**src/rtl/flp_enh_pkg.sv**
```systemverilog
package flp_enh_pkg;

    typedef enum logic [1:0] {
        ST_LEGACY   = 2'd0,
        ST_ENHANCED = 2'd1,
        ST_RELEASE  = 2'd2
    } pers_state_e;

    // Write slots (index 0..7)
    localparam int unsigned WS_PARAM = 3;
    localparam int unsigned WS_PHASE = 4;
    localparam int unsigned WS_CLR   = 6;
    localparam int unsigned WS_SET   = 7;

    // Read slots, relative to index 8
    localparam int unsigned RS_PARAM  = 3;
    localparam int unsigned RS_PHASE  = 4;
    localparam int unsigned RS_STATUS = 6;
    localparam int unsigned RS_HSHAKE = 7;

    localparam int unsigned ACT_BIT         = 6;
    localparam int unsigned NO_DRIVE_PHASE  = 8'h77;
    localparam int unsigned SENSE_VALUE     = 8'h08;

endpackage

```
**src/rtl/flp_enh_decode.sv**
```systemverilog
module flp_enh_decode #(
    parameter int IDX_W  = 4,
    parameter int SLOTS  = 8
) (
    input  logic             active,
    input  logic             sel,
    input  logic             we,
    input  logic [IDX_W-1:0] idx,
    output logic [SLOTS-1:0] wr_hit,
    output logic [SLOTS-1:0] rd_hit
);

    logic acc_w;
    logic acc_r;

    assign acc_w = active & sel & we;
    assign acc_r = active & sel & ~we;

    generate
        for (genvar g = 0; g < SLOTS; g++) begin : g_slot
            assign wr_hit[g] = acc_w & (idx == IDX_W'(g));
            assign rd_hit[g] = acc_r & (idx == IDX_W'(g + SLOTS));
        end
    endgenerate

endmodule

```
**src/rtl/flp_enh_pram.sv**
```systemverilog
module flp_enh_pram #(
    parameter int DEPTH  = 16,
    parameter int DATA_W = 8
) (
    input  logic              clk,
    input  logic              rst_n,
    input  logic              ptr_clr,
    input  logic              wr_en,
    input  logic              rd_en,
    input  logic [DATA_W-1:0] wdata,
    output logic [DATA_W-1:0] rdata
);

    localparam int PTR_W = (DEPTH > 1) ? $clog2(DEPTH) : 1;
    localparam logic [PTR_W-1:0] LAST = PTR_W'(DEPTH - 1);

    logic [PTR_W-1:0]  ptr_q;
    logic [DATA_W-1:0] mem [DEPTH];

    always_ff @(posedge clk or negedge rst_n) begin
        if (!rst_n) begin
            ptr_q <= '0;
        end else if (ptr_clr) begin
            ptr_q <= '0;
        end else if (wr_en || rd_en) begin
            ptr_q <= (ptr_q == LAST) ? '0 : ptr_q + 1'b1;
        end
    end

    // Contents are deliberately left out of reset.
    always_ff @(posedge clk) begin
        if (wr_en) begin
            mem[ptr_q] <= wdata;
        end
    end

    assign rdata = mem[ptr_q];

endmodule

```
**src/rtl/flp_enh_ctrl.sv**
```systemverilog
module flp_enh_ctrl
    import flp_enh_pkg::*;
#(
    parameter int DATA_W = 8
) (
    input  logic              clk,
    input  logic              rst_n,
    input  logic              enter_req,
    input  logic              clr_wr,
    input  logic              set_wr,
    input  logic [DATA_W-1:0] wdata,
    output logic [DATA_W-1:0] mode_q,
    output logic              active,
    output logic              release_pulse
);

    localparam logic [DATA_W-1:0] ACT_MASK = DATA_W'(1) << ACT_BIT;

    pers_state_e       state_q;
    pers_state_e       state_d;
    logic [DATA_W-1:0] mode_cleared;

    assign mode_cleared = mode_q & ~wdata;

    always_comb begin
        state_d = state_q;
        unique case (state_q)
            ST_LEGACY:   if (enter_req) state_d = ST_ENHANCED;
            ST_ENHANCED: if (clr_wr && !mode_cleared[ACT_BIT]) state_d = ST_RELEASE;
            ST_RELEASE:  state_d = ST_LEGACY;
            default:     state_d = ST_LEGACY;
        endcase
    end

    always_ff @(posedge clk or negedge rst_n) begin
        if (!rst_n) begin
            state_q <= ST_LEGACY;
        end else begin
            state_q <= state_d;
        end
    end

    always_comb begin
        active        = (state_q == ST_ENHANCED);
        release_pulse = (state_q == ST_RELEASE);
    end

    always_ff @(posedge clk or negedge rst_n) begin
        if (!rst_n) begin
            mode_q <= '0;
        end else if (state_q == ST_LEGACY && enter_req) begin
            mode_q <= mode_q | ACT_MASK;
        end else if (clr_wr) begin
            mode_q <= mode_cleared;
        end else if (set_wr) begin
            mode_q <= mode_q | wdata;
        end
    end

endmodule

```
**src/rtl/flp_enh_regbank.sv**
```systemverilog
module flp_enh_regbank
    import flp_enh_pkg::*;
#(
    parameter int ADDR_W     = 13,
    parameter int REG_SHIFT  = 9,
    parameter int DATA_W     = 8,
    parameter int PRAM_DEPTH = 16
) (
    input  logic              clk,
    input  logic              rst_n,
    input  logic              enter_enhanced,
    input  logic              bus_sel,
    input  logic              bus_we,
    input  logic [ADDR_W-1:0] bus_addr,
    input  logic [DATA_W-1:0] bus_wdata,
    output logic [DATA_W-1:0] bus_rdata,
    output logic              enhanced_active,
    output logic              legacy_latch_clr,
    output logic [DATA_W-1:0] mode_out
);

    localparam int IDX_W = ADDR_W - REG_SHIFT;
    localparam int SLOTS = 1 << (IDX_W - 1);

    logic [IDX_W-1:0]  reg_idx;
    logic [SLOTS-1:0]  wr_hit;
    logic [SLOTS-1:0]  rd_hit;
    logic [DATA_W-1:0] phase_q;
    logic [DATA_W-1:0] pram_rdata;
    logic              unused_addr_low;

    assign reg_idx         = bus_addr[ADDR_W-1:REG_SHIFT];
    assign unused_addr_low = ^bus_addr[REG_SHIFT-1:0];

    flp_enh_decode #(.IDX_W(IDX_W), .SLOTS(SLOTS)) u_dec (
        .active (enhanced_active),
        .sel    (bus_sel),
        .we     (bus_we),
        .idx    (reg_idx),
        .wr_hit (wr_hit),
        .rd_hit (rd_hit)
    );

    flp_enh_ctrl #(.DATA_W(DATA_W)) u_ctrl (
        .clk           (clk),
        .rst_n         (rst_n),
        .enter_req     (enter_enhanced),
        .clr_wr        (wr_hit[WS_CLR]),
        .set_wr        (wr_hit[WS_SET]),
        .wdata         (bus_wdata),
        .mode_q        (mode_out),
        .active        (enhanced_active),
        .release_pulse (legacy_latch_clr)
    );

    flp_enh_pram #(.DEPTH(PRAM_DEPTH), .DATA_W(DATA_W)) u_pram (
        .clk     (clk),
        .rst_n   (rst_n),
        .ptr_clr (wr_hit[WS_CLR]),
        .wr_en   (wr_hit[WS_PARAM]),
        .rd_en   (rd_hit[RS_PARAM]),
        .wdata   (bus_wdata),
        .rdata   (pram_rdata)
    );

    always_ff @(posedge clk or negedge rst_n) begin
        if (!rst_n) begin
            phase_q <= '0;
        end else if (wr_hit[WS_PHASE]) begin
            phase_q <= bus_wdata;
        end
    end

    always_comb begin
        bus_rdata = '0;
        if (rd_hit[RS_PARAM]) begin
            bus_rdata = pram_rdata;
        end else if (rd_hit[RS_PHASE]) begin
            bus_rdata = phase_q;
        end else if (rd_hit[RS_STATUS]) begin
            bus_rdata = DATA_W'(enhanced_active) << ACT_BIT;
        end else if (rd_hit[RS_HSHAKE]) begin
            bus_rdata = (phase_q == DATA_W'(NO_DRIVE_PHASE)) ? DATA_W'(SENSE_VALUE) : '0;
        end
    end

endmodule

```
**config.mk**
```make
export PLATFORM = sky130hd
export DESIGN_NAME = flp_enh_regbank
export DESIGN_NICKNAME = d
export VERILOG_FILES = /design/src/rtl/flp_enh_pkg.sv /design/src/rtl/flp_enh_decode.sv /design/src/rtl/flp_enh_pram.sv /design/src/rtl/flp_enh_ctrl.sv /design/src/rtl/flp_enh_regbank.sv
export SDC_FILE = /design/constraint.sdc
export NUM_CORES = 1
export LEC_CHECK = 0
export ABC_AREA = 1
export BUFFER_PORTS_ARGS = -buffer_cell sky130_fd_sc_hd__buf_2
export CORE_MARGIN = 8
export CORE_UTILIZATION = 45
export DETAILED_ROUTE_END_ITERATION = 8
export SLEW_MARGIN = 20
export SYNTH_ARGS = -nofsm -noshare
export SYNTH_HDL_FRONTEND = slang
export SYNTH_SLANG_ARGS = --single-unit
```
**constraint.sdc**
```tcl
create_clock -name clk -period 2 [get_ports clk]
set_input_delay 0.3 -clock clk [delete_from_list [all_inputs] [get_ports clk]]
set_output_delay 0.3 -clock clk [all_outputs]
set_load 0.01 [all_outputs]
```
# After elaboration in Yosys (flattened, before gate mapping)
# Memories as Yosys holds them, arrays and structs flattened.
# Index checks and enable logic that the tools add are counted.
[op_classes]
add_sub_neg = 1
eq_ne = 14
mux = 16
bitwise_logic = 16
reduce_logical = 10
[ops]
columns = ["op", "count"]
rows = [
  ["8-bit two-way mux", 4],
  ["4-bit == test (second input constant)", 5],
  ["4-bit two-way mux", 5],
  ["7-bit two-way mux", 2],
  ["4-bit by 3-bit == test with 1-bit output (second input constant)", 3],
  ["1-bit AND", 11],
  ["8-bit AND", 1],
  ["8-bit by 7-bit == test with 1-bit output (second input constant)", 1],
  ["8-bit inverter", 1],
  ["8-bit OR", 1],
  ["4-bit by 1-bit adder with 4-bit output (second input constant)", 1],
  ["4-bit by 2-bit == test with 1-bit output (second input constant)", 1],
  ["2-bit two-way mux", 2],
  ["2-bit case mux with 2 select lines", 1],
  ["2-bit AND reduction", 2],
  ["2-bit nonzero test", 2],
  ["3-bit nonzero test", 1],
  ["2-bit by 1-bit == test with 1-bit output (second input constant)", 1],
  ["2-bit == test (second input constant)", 1],
  ["1-bit logical AND", 2],
  ["2-bit logical NOT", 1],
  ["1-bit two-way mux", 2],
  ["2-bit by 1-bit != test with 1-bit output (second input constant)", 1],
  ["2-bit != test (second input constant)", 1],
  ["3 further kinds", 4],
]
[totals]
reg_bits = 22
ramBits = 128
input_bits = 26
output_inout_bits = 18
mem_count = 1
[mem_list]
columns = ["memory", "depth", "width", "rd", "rd_clocked_by_memory_dff", "wr", "line_no", "text"]
rows = [
  ["u_pram.mem", 16, 8, 1, 0, 1, "flp_enh_pram.sv:18", "logic [DATA_W-1:0] mem [DEPTH];"],
]

# Longest topological paths before layout
[logic_depth]
word_depth = 8
depth_mapped = 10

# Modules after synthesis
# From an unflattened synthesis, not the netlist that was laid out.
[unflattened]
cells_unflattened = 805
hier_area_um2 = 7211.9
[by_module_without_submodules]
columns = ["mod", "n_inst", "cells_per_inst", "area_per_inst_um2", "seq_area_each_um2"]
rows = [
  ["flp_enh_pram", 1, 632, 6042.0, 3943.8],
  ["flp_enh_ctrl", 1, 59, 494.2, 250.2],
  ["flp_enh_regbank", 1, 66, 476.7, 200.2],
  ["flp_enh_decode", 1, 48, 198.9, 0.0],
]

# Worst setup path after synthesis
# Ideal clock, no wire load.
[synth_path]
path_kind = "register to register"
from = "reg u_pram.ptr_q[0]"
to = "mem u_pram.mem[12][0], enable pin"
arrival_time_ps = 1427
setup_slack_ps = 203
stages_incl_launch_ff = 7
path_buffers = 2
period_less_slack_ps = 1797
path_cell_list = "dfrtp_1 -> inv_2 -> buf_4 -> buf_2 -> ha_1 -> nand2_1 -> nor2_1"
[synth_lines]
columns = ["item", "line_no", "text"]
rows = [
  ["from (decl)", "flp_enh_pram.sv:17", "logic [PTR_W-1:0] ptr_q;"],
  ["from (signal assigned)", "flp_enh_pram.sv:26", "ptr_q <= (ptr_q == LAST) ? '0 : ptr_q + 1'b1;"],
  ["to (decl)", "flp_enh_pram.sv:18", ""],
]
# Straight into the memory's write port.

# Final worst setup path
[layout_path]
from = "reg u_pram.ptr_q[0]"
to = "out bus_rdata[1]"
[layout_between]
elab_chain_cells = 2
[layout_rtl]
columns = ["item", "line_no", "text"]
rows = [
  ["memory read 16 x 8 bit", "-", ""],
  ["8-bit two-way mux", "flp_enh_regbank.sv:76", "if (rd_hit[RS_PARAM]) begin"],
  ["to (decl)", "flp_enh_regbank.sv:16", "output logic [DATA_W-1:0] bus_rdata,"],
]
# No other way between the ends.

==> run_results.csv <==
group,metric,value,unit
status,status,"finished, violations left",
status,violations,"setup timing",
logic_synthesis,syn_inst,718,
clock_network,cts_root_buf,"clkbuf_16",
power,vdd_drop_max,0.652,mV
clock_network,cts_inserted_buffers,17,
logic_synthesis,synthTopCellsByArea,"edfxtp_1 (56%), nand2_1 (14%), dfrtp_1 (8.1%), inv_1 (6.7%), nand3_1 (4.7%)",
global_route,overflow,0,
logic_synthesis,yosysWarnings,0,
logic_synthesis,yosys.area_share.simple,23.0,%
clock_network,clk_pin_slew,60,ps
cells_and_area,final_cell_mix,"nand2_1 (246), edfxtp_1 (128), inv_1 (122), nand3_1 (62)",
cells_and_area,drive_gt1_share,18.6,%
cells_and_area,multi_input_area,1890,um2
logic_synthesis,yosysUniqueCellTypes,28,
logic_synthesis,ys_seq_elements,150,
worst_setup_path,cp.required,1700,ps
clock_network,cts_sinks,150,
worst_setup_path,regToRegStartpoint,"u_ctrl.state_q[1]",
sta,relSlewSlack,65.2,%
sta,tightest_slew,521,ps
logic_synthesis,synth_adder_area_share,0.734,%
global_route,antenna_found_initial,0,
worst_setup_path,cp_max_fo,16,
sta,finalWorstSetupSlack,-278,ps
sta,slew_viol_final,0,
floorplanning,fp.dieW,139,um
worst_setup_path,end_kind,"output pin",
routing,drtIter0Drc,345,
global_route,grt_max_degree,23,
cells_and_area,num_antenna_cells,0,
logic_synthesis,synth-edff-count,128,
worst_setup_path,ff2ff_path_depth,6,
floorplanning,rows,45,
cells_and_area,final_common_cell,"nand2_1",
worst_setup_path,ff2ff_setup_slack,190,ps
global_route,grt_usage,17.2,%
sta,finalSetupTns,-2030,ps
placement,gp_congestion,0.853,
sta,setup-violations-final,8,
routing,num_vias,4825,
worst_setup_path,endpoint,"bus_rdata[1]",
run,drv_cap,0,
cells_and_area,seqCellArea,4400,um2
logic_synthesis,synth_compound_area_share,2.82,%
floorplanning,die_area,19400,um2
routing,ant_nets,0,
logic_synthesis,syn_area_per_cell,9.50,um2
worst_setup_path,cp.arrival,1980,ps
logic_synthesis,yosys.area.top_type_share,56.3,%
sta,hold_violations,0,
global_route,grt_pass1_vias,4789,
routing,wirelength,16100,um
sta,rsz0062_at_grt,"yes",
logic_synthesis,synthesis.area,6820,um2
logic_synthesis,async_flop_share,14.7,%
power,power.density,1240,nW/um2
floorplanning,io_pins,44,
worst_setup_path,critPathLaunch,"u_pram.ptr_q[0]",
cells_and_area,areaGrowthSynthToFinish,21.8,%
placement,hpwl,10000,um
logic_synthesis,synth_ff_type,"edfxtp_1",
sta,fmax,0.439,GHz
logic_synthesis,muxShareOfSynthArea,0,%
clock_network,htree_levels,4,
clock_network,insertion_delay,420,ps
floorplanning,core-area,15000,um2
hold_path,holdCritPathClass,"in2reg",
routing,vias_per_cell,4.86,
power,p_leak,3.82,nW
logic_synthesis,seq_area_frac_synth,64.4,%
floorplanning,die_h,139,um
placement,io_buffers,34,
cells_and_area,fillers,1300,
routing,firstDrtPassIters,5,
sta,fin_crit_sh,114,%
worst_setup_path,critPathKind,"reg2out",
worst_setup_path,startpoint_type,"flip-flop",
logic_synthesis,syn-num-nets,748,
sta,min_period,2280,ps
logic_synthesis,synth_top_cell_by_area,"edfxtp_1",
cells_and_area,nets,822,
logic_synthesis,synth_xor_area_share,0.128,%
global_route,grt_pass1_wl,25500,um
clock_network,cts_buffer_depth,2,
routing,route.detailed.drc,0,
power,report.power.total,10.3,mW
worst_setup_path,r2r-end,"u_pram.mem[1][6]",
routing,wl_per_cell,16.2,um
sta,skew,6.86,ps
logic_synthesis,synth_top_family_by_area,"simple AND/OR/NAND/NOR gates",
floorplanning,initial_core_util,45.4,%
clock_network,cts_tree,"yes",
## cell type report
class	count	share of cell area, %
multi-input combinational	415	22.8
inverter	129	5.89
sequential	150	52.9
timing repair buffer	79	8.45
tap	188	2.83
clock buffer	20	5.62
clock inverter	12	1.52
## Yosys cell counts, drive strengths merged (4+ instances only)
master  number
inv        128
clkbuf       4
buf         20
nor2        44
nand2      257
a21oi       10
dfrtp       22
a31oi        5
edfxtp     128
ha           4
nand3       66
o21ai       19
## critical path: stages (launching register included)
cell and delay (ps):
dfrtp_2 450, buf_4 180, buf_12 150, nand2_1 60, nand2_1 50, nand2_1 50, nand2_1 80, nand2_1 80
nand2_2 60, o21ai_2 170, nand2_1 80, buf_2 140
## sequential cells by signal, summed over array words and instances (netlist names), named ones only
| register | count |
|---|---|
| u_ctrl.state_q | 2 |
| u_ctrl.mode_q | 1 |
| u_pram.mem | 128 |
| phase_q | 8 |
| u_pram.ptr_q | 4 |
## stage by stage
| step | cell area [um2] | cells | util [%] | hold slack, ps | setup slack, ps |
|---|---|---|---|---|---|
| global route | 8310 | 993 | 55.3 | 184 | -385 |
| floorplan | 6820 | 718 | - | 4.41 | 203 |
| global placement | 7370 | 947 | 49.1 | 291 | 105 |
| CTS | 8230 | 988 | 54.8 | 141 | -261 |
| detailed placement | 7370 | 947 | 49.1 | 301 | 101 |
| finish | 8310 | 993 | 55.3 | 158 | -278 |
## worst min-delay path by stage
stage                                    to           start  slack [ps]  cells after the start
after floorplan                   async pin           rst_n           4                      0
after global placement           phase_q[1]           rst_n         290                      1
after detailed placement         phase_q[1]           rst_n         300                      1
after CTS                 u_ctrl.state_q[0]  enter_enhanced         140                      3
after global routing      u_ctrl.state_q[0]  enter_enhanced         180                      3
final                     u_ctrl.state_q[0]  enter_enhanced         160                      3
## timing repair
action / in CTS / in global routing
gates cloned: 4 / 0
buffers inserted: 5 / 5
hold buffers: 1 / 0
resized for setup: 36 / 6
pin swaps: 17 / 2
endpoints found under the setup margin: 8 / 8
hold endpoints to repair: 22 / 0
## per-layer routing
metal | wire, um | GRT usage [%] | vias to the layer above | share of wire (%)
met2 | 7520 | 27.4 | 115 | 47
met5 | 0 | 0 | - | 0
li1 | - | - | 2423 | -
met1 | 7540 | 22.6 | 2264 | 47
met4 | 315 | 7.34 | 0 | 2.0
met3 | 690 | 3.30 | 23 | 4.3
## power breakdown
part / switching [mW] / internal (mW) / leakage [nW]
Clock: 1.22 / 1.93 / 0.294
Combinational: 2.10 / 1.37 / 2.11
Sequential: 0.137 / 3.55 / 1.41
Total: 3.46 / 6.85 / 3.82
## cell families after synthesis
group | count (synthesis)
XOR/XNOR | 1
flip-flops | 150
AND/OR/NAND/NOR | 374
AO/OA/AOI/OAI | 36
buffers and inverters | 153
adder cells (fa/ha/maj) | 4
Power figures use the tool's default switching activity.
